### src/rtl/qwd_pkg.sv
package qwd_pkg;
   localparam int RA_W = 3;
   typedef enum logic [RA_W-1:0] {
      RA_MADDR  = 3'd0,
      RA_COUNT  = 3'd1,
      RA_CTRL   = 3'd2,
      RA_STCFG  = 3'd3,
      RA_STADDR = 3'd4,
      RA_STFLAG = 3'd5
   } reg_addr_e;
   localparam int CB_START = 0;
   localparam int CB_IRQ   = 1;
   localparam int SEL_W    = 2;
endpackage

### src/rtl/qwd_step.sv
module qwd_step #(
   parameter int ADDR_W = 32,
   parameter int CNT_W  = 16,
   parameter int LVL_W  = 4
) (
   input  logic              run,
   input  logic [CNT_W-1:0]  cnt,
   input  logic [LVL_W-1:0]  level,
   input  logic [ADDR_W-1:0] addr,
   output logic              valid,
   output logic [LVL_W-1:0]  qwc,
   output logic [ADDR_W-1:0] next_addr,
   output logic [CNT_W-1:0]  next_cnt,
   output logic              last
);
   logic [CNT_W-1:0] lvl_ext;
   logic [CNT_W-1:0] take;

   always_comb begin
      lvl_ext   = CNT_W'(level);
      take      = (cnt < lvl_ext) ? cnt : lvl_ext;
      valid     = run && (take != '0);
      qwc       = LVL_W'(take);
      next_addr = addr + (ADDR_W'(take) << 4);
      next_cnt  = cnt - take;
      last      = valid && (next_cnt == '0);
   end
endmodule

### src/rtl/qwd_timer.sv
module qwd_timer #(
   parameter int LVL_W = 4,
   parameter int DLY_W = 8
) (
   input  logic             clk,
   input  logic             rst_n,
   input  logic             load,
   input  logic [LVL_W-1:0] qwc,
   input  logic [DLY_W-1:0] per_qw,
   output logic             busy,
   output logic             fire
);
   localparam int TMR_W = LVL_W + DLY_W;
   logic [TMR_W-1:0] remain;

   assign fire = busy && (remain == '0);

   always_ff @(posedge clk or negedge rst_n) begin
      if (!rst_n) begin
         busy   <= 1'b0;
         remain <= '0;
      end else if (load) begin
         busy   <= 1'b1;
         remain <= TMR_W'(qwc) * TMR_W'(per_qw);
      end else if (busy) begin
         if (remain == '0) busy <= 1'b0;
         else              remain <= remain - 1'b1;
      end
   end

   a_r5_fire_single: assert property (@(posedge clk) disable iff (!rst_n)
      fire |=> !fire);
endmodule

### src/rtl/qwd_stall.sv
module qwd_stall #(
   parameter int ADDR_W = 32,
   parameter int N_DEST = 3
) (
   input  logic              clk,
   input  logic              rst_n,
   input  logic              record,
   input  logic [1:0]        dest,
   input  logic [ADDR_W-1:0] fin_addr,
   input  logic              clear,
   output logic [N_DEST-1:0] flags,
   output logic [ADDR_W-1:0] st_addr
);
   always_ff @(posedge clk or negedge rst_n) begin
      if (!rst_n)      st_addr <= '0;
      else if (record) st_addr <= fin_addr;
   end

   for (genvar g = 0; g < N_DEST; g++) begin : g_flag
      always_ff @(posedge clk or negedge rst_n) begin
         if (!rst_n)      flags[g] <= 1'b0;
         else if (clear)  flags[g] <= 1'b0;
         else if (record && (dest == 2'(g + 1))) flags[g] <= 1'b1;
      end
   end

   a_r4_single_flag: assert property (@(posedge clk) disable iff (!rst_n)
      $onehot0(flags));
endmodule

### src/rtl/qw_drain_dma.sv
module qw_drain_dma #(
   parameter int ADDR_W = 32,
   parameter int CNT_W  = 16,
   parameter int REG_W  = 32,
   parameter int LVL_W  = 4,
   parameter int DLY_W  = 8,
   parameter int N_DEST = 3,
   parameter int CH_ID  = 1
) (
   input  logic                     clk,
   input  logic                     rst_n,
   input  logic                     wr_en,
   input  logic [qwd_pkg::RA_W-1:0] wr_addr,
   input  logic [REG_W-1:0]         wr_data,
   input  logic [qwd_pkg::RA_W-1:0] rd_addr,
   output logic [REG_W-1:0]         rd_data,
   input  logic [LVL_W-1:0]         fifo_level,
   output logic                     xfer_valid,
   output logic [ADDR_W-1:0]        xfer_addr,
   output logic [LVL_W-1:0]         xfer_qwc,
   output logic [N_DEST-1:0]        stall_flags,
   output logic [ADDR_W-1:0]        stall_addr,
   output logic                     irq
);
   import qwd_pkg::*;

   localparam int HI_W = REG_W - CNT_W;

   if (ADDR_W > REG_W || CNT_W >= REG_W || LVL_W > CNT_W) begin : g_bad_width
      $error("qw_drain_dma: width parameters inconsistent");
   end
   if (DLY_W > 8 || N_DEST > 3 || N_DEST < 1) begin : g_bad_cfg
      $error("qw_drain_dma: delay or destination parameters out of range");
   end

   logic [ADDR_W-1:0] maddr;
   logic [CNT_W-1:0]  cnt;
   logic [HI_W-1:0]   cnt_hi;
   logic              start;
   logic              irq_q;
   logic [SEL_W-1:0]  sel;
   logic [1:0]        dest;
   logic [DLY_W-1:0]  per_qw;

   logic              run, busy, fire, last;
   logic [ADDR_W-1:0] next_addr;
   logic [CNT_W-1:0]  next_cnt;

   assign run = start && !irq_q && !busy;

   qwd_step #(.ADDR_W(ADDR_W), .CNT_W(CNT_W), .LVL_W(LVL_W)) u_step (
      .run(run), .cnt(cnt), .level(fifo_level), .addr(maddr),
      .valid(xfer_valid), .qwc(xfer_qwc), .next_addr(next_addr),
      .next_cnt(next_cnt), .last(last));

   qwd_timer #(.LVL_W(LVL_W), .DLY_W(DLY_W)) u_timer (
      .clk(clk), .rst_n(rst_n), .load(last), .qwc(xfer_qwc),
      .per_qw(per_qw), .busy(busy), .fire(fire));

   qwd_stall #(.ADDR_W(ADDR_W), .N_DEST(N_DEST)) u_stall (
      .clk(clk), .rst_n(rst_n),
      .record(last && (sel == SEL_W'(CH_ID))), .dest(dest),
      .fin_addr(next_addr), .clear(fire),
      .flags(stall_flags), .st_addr(stall_addr));

   assign xfer_addr = maddr;
   assign irq       = irq_q;

   always_ff @(posedge clk or negedge rst_n) begin
      if (!rst_n) begin
         maddr  <= '0;
         cnt    <= '0;
         cnt_hi <= '0;
         start  <= 1'b0;
         irq_q  <= 1'b0;
         sel    <= '0;
         dest   <= '0;
         per_qw <= '0;
      end else begin
         if (wr_en) begin
            case (wr_addr)
               RA_MADDR: maddr <= wr_data[ADDR_W-1:0];
               RA_COUNT: {cnt_hi, cnt} <= wr_data;
               RA_CTRL: begin
                  if (wr_data[CB_IRQ]) irq_q <= 1'b0;
                  start <= wr_data[CB_START];
                  if (wr_data[CB_START] && (cnt_hi != '0)) begin
                     cnt    <= '0;
                     cnt_hi <= '0;
                     start  <= 1'b0;
                     irq_q  <= 1'b1;
                  end
               end
               RA_STCFG: begin
                  sel    <= wr_data[SEL_W-1:0];
                  dest   <= wr_data[3:2];
                  per_qw <= wr_data[8 +: DLY_W];
               end
               default: ;
            endcase
         end
         if (xfer_valid) begin
            maddr <= next_addr;
            cnt   <= next_cnt;
         end
         if (fire) begin
            start <= 1'b0;
            irq_q <= 1'b1;
         end
      end
   end

   always_comb begin
      case (rd_addr)
         RA_MADDR:  rd_data = REG_W'(maddr);
         RA_COUNT:  rd_data = REG_W'({cnt_hi, cnt});
         RA_CTRL:   rd_data = REG_W'({irq_q, start});
         RA_STCFG:  rd_data = REG_W'({per_qw, 4'b0000, dest, sel});
         RA_STADDR: rd_data = REG_W'(stall_addr);
         RA_STFLAG: rd_data = REG_W'(stall_flags);
         default:   rd_data = '0;
      endcase
   end

   a_r2_quiet_when_halted: assert property (@(posedge clk) disable iff (!rst_n)
      (!start || irq_q) |-> !xfer_valid);
   a_r1_burst_bounded: assert property (@(posedge clk) disable iff (!rst_n)
      xfer_valid |-> (xfer_qwc != '0) && (xfer_qwc <= fifo_level)
                     && (CNT_W'(xfer_qwc) <= cnt));
   a_r1_addr_stride: assert property (@(posedge clk) disable iff (!rst_n)
      xfer_valid |=> maddr == $past(maddr) + (ADDR_W'($past(xfer_qwc)) << 4));
   a_r5_irq_stops_channel: assert property (@(posedge clk) disable iff (!rst_n)
      $rose(irq_q) |-> !start && (stall_flags == '0));
endmodule

### config.mk
export PLATFORM = sky130hd
export DESIGN_NAME = qw_drain_dma
export DESIGN_NICKNAME = d
export VERILOG_FILES = /design/src/rtl/qwd_pkg.sv /design/src/rtl/qwd_step.sv /design/src/rtl/qwd_timer.sv /design/src/rtl/qwd_stall.sv /design/src/rtl/qw_drain_dma.sv
export SDC_FILE = /design/constraint.sdc
export NUM_CORES = 1
export LEC_CHECK = 0
export BUFFER_PORTS_ARGS = -buffer_cell sky130_fd_sc_hd__buf_4
export CAP_MARGIN = 40
export CORE_MARGIN = 2
export CORE_UTILIZATION = 58
export CTS_CLUSTER_DIAMETER = 50
export CTS_CLUSTER_SIZE = 8
export DETAILED_ROUTE_END_ITERATION = 8
export PLACE_DENSITY = 0.82
export SETUP_SLACK_MARGIN = 0.4
export SLEW_MARGIN = 20
export SYNTH_ARGS = -nofsm -noshare
export SYNTH_HDL_FRONTEND = slang
export SYNTH_SLANG_ARGS = --single-unit
### constraint.sdc
create_clock -name clk -period 6.4 [get_ports clk]
set_input_delay 1.28 -clock clk [delete_from_list [all_inputs] [get_ports clk]]
set_output_delay 1.28 -clock clk [all_outputs]
set_load 0.05 [all_outputs]
==> impl_metrics.toml <==
[layout]
final_layout_size_suffix_gt1_frac = 0.210
register_area_um2 = 3150
nets = 1254
diodes = 0
area_growth_pct = 22.1
design_area_um2 = 10900
nFillCells = 1179
multi_input_area_um2 = 5450
utilization = 0.720

[yosys]
ys_top_cells_by_area = "dfrtp_1 35%, mux2i_1 6.3%, nand2_1 5.6%"
synth-edff-count = 0
syn-instance-count = 1009
synth_warnings = 0
synthArstFlopShare = 1.00
synthFlopType = "dfrtp_1"
synth_top_area_cell = "dfrtp_1"
yosysTopAreaCellShare = 0.353
syn_area_per_cell_um2 = 8.85
ys_seq_area_frac = 0.353
ys_types = 74
ys_seq_elements = 126
synth_area_um2 = 8930

[setup_path]
worstSetupPathType = "in2reg"
crit_chain = "buf_4 > inv_1 > ha_1 > a211o_1 > a21oi_4 > nor2_1 > a21oi_1 > buf_4 > nor2b_1 > fa_1 > inv_1 > fa_1 > inv_1 > ha_1 > a21oi_1 > o21ai_0 > o31ai_1 > mux2i_1 > a2111oi_0 > mux2i_1"
required_ns = 6.69
cpMostUsedCell = "inv_1"
crit_fanout = 8
max_stage_delay_ns = 0.53
cp-end-kind = "flip-flop"
slowest_stage = "fa_1"
cp-start-kind = "input pin"
critical_path_arrival_ns = 5.78

[detailed_routing]
wl_per_cell_um = 19.5
via_per_inst = 6.14
drt_first_iter_violations = 809
firstDrtPassIters = 5
vias = 8316
totalWireLength_um = 26400
post-route-drc-count = 0
final_antenna_net_count = 0

[die]
die_h_um = 128
die_area_um2 = 16400
rows = 45
fp.dieW_um = 128
start_util = 0.589
core_um2 = 15100
ios = 150

[global_route]
grt_start_max_net_pins = 62
grt_pass1_wl_um = 41700
grt.total_usage = 0.327
antenna_found_initial = 0
overflow = 0
first_global_vias = 8049

[flow_run]
maxCapViolCount = 0

[clock_network]
clkLatencyLatePin_ns = 0.43
cts-root-buf = "clkbuf_16"
clk_path_buf_depth = 2
hold_buffers = 0
h-tree-depth = 4
post_cts_buffers = 0
clk_pin_slew_ns = 0.06
numClockSinks = 126
cts_tree = "yes"
cts_buffers = 17
cts_resized = 0

[timing]
min_period_ns = 5.49
maxSlewViolCount = 0
hold_viol = 0
fmax_mhz = 182
worst_pin_slew_ns = 0.779
fin_tns_setup_ns = 0
maxSlewHeadroom = 0.480
fin_crit_sh = 0.858
setup_violations = 0
grt_setup_unrepaired = "false"
whs_ns = 0.495
skew_ns = 0.00875

[pwr]
p_per_area_nw_per_um2 = 306
power_leakage_uw = 0.00507
ir_worst_vdd_uv = 205

[min_path]
hold_path.class = "reg2reg"

[status]
status = "complete, no violations"

[placement]
dp_hpwl_um = 19100
dpl_cell_area_um2 = 10300
io_buffers = 149
routabilityCongestion = 0.945
## cells by family after synthesis
kind of cell | count (synthesis) | synth area share
AND/OR/NAND/NOR | 368 | 0.200
flip-flops | 126 | 0.353
other | 1 | 0.000420
multiplexers | 83 | 0.0994
adder cells (fa/ha/maj) | 54 | 0.0875
AO/OA/AOI/OAI | 243 | 0.175
XOR/XNOR | 42 | 0.0412
buffers and inverters | 92 | 0.0437
## cells in the mapped netlist (8+ instances only)
cell type,n
o211ai_1,8
a22o_1,18
nor2_1,99
mux2i_1,56
o21a_1,8
nand2_1,134
xor2_1,15
dfrtp_1,126
nand3_1,15
a211oi_1,12
nor2b_1,32
xnor2_1,27
inv_1,41
clkbuf_1,29
mux2_2,19
buf_2,12
nand2b_1,9
nor4_1,10
nor3_1,12
o21ai_0,49
and3_1,9
ha_1,40
fa_1,14
a21oi_1,82
## power by group
part	switching, uW	internal [uW]	total (uW)
Sequential	176	900	1080
Clock	365	657	1020
Combinational	759	481	1240
## cell type report
cell class	count	area share
tap	188	0.0216
timing repair buffer	166	0.118
clock inverter	11	0.0153
sequential	126	0.289
multi-input combinational	802	0.500
inverter	42	0.0145
clock buffer	20	0.0410
## cells in the final DEF, fill, tap and decap left out, types with 27 or more instances in the layout
cell,n
a21oi_1,81
buf_4,164
dfrtp_1,126
ha_1,40
inv_1,38
mux2i_1,55
nand2_1,134
nor2_1,99
nor2b_1,32
o21ai_0,49
xnor2_1,27
## final timing paths
check / from / endpoint / slack (ns) / cells past startpoint
max in group asynchronous: rst_n / u_stall.st_addr[18]$_DFFE_PN0P_ / 4.91 / 3
min in group asynchronous: rst_n / xfer_addr[0]$_DFFE_PN0P_ / 0.71 / 1
worst min register to register: u_stall.st_addr[0]$_DFFE_PN0P_ / u_stall.st_addr[0]$_DFFE_PN0P_ / 0.49 / 2
worst max-delay path: fifo_level[1] / u_timer.remain[11]$_DFFE_PN0P_ / 0.91 / 20
worst min-delay path: u_stall.st_addr[0]$_DFFE_PN0P_ / u_stall.st_addr[0]$_DFFE_PN0P_ / 0.49 / 2
worst max register to register: cnt[9]$_DFFE_PN0P_ / u_timer.remain[11]$_DFFE_PN0P_ / 1.22 / 18
## flip-flops by register name, summed over array words and instances (netlist names)
register / flops
u_stall.st_addr: 32
sel: 2
u_timer.busy: 1
dest: 2
irq: 1
start: 1
per_qw: 8
u_stall.flags: 3
xfer_addr: 32
cnt: 16
u_timer.remain: 12
cnt_hi: 16
## through the flow
step                std cells  setup slack (ns)  power [uW]
finish                   1355             0.907        3340
global route             1355             0.635        3500
CTS                      1354             0.924        3320
detailed placement       1323             0.473        2290
global placement         1322             0.590        2260
floorplan                1020             0.403        1930
## metal layers
layer  routed length, um  track usage  up-vias
met4                 736        0.129        0
met1               10900        0.421     4012
li1                    -            -     3863
met3                1920       0.0680       72
met5                   0            0        -
met2               12900        0.542      369
## worst max-delay path: cells and delay by family
kind / cells / cell delay [ns]
AO/OA/AOI/OAI: 7 / 1.98
buffers and inverters: 5 / 0.50
multiplexers: 2 / 0.26
adder cells (fa/ha/maj): 4 / 1.62
AND/OR/NAND/NOR: 2 / 0.14
No activity file was read; power rests on OpenSTA's default activity.
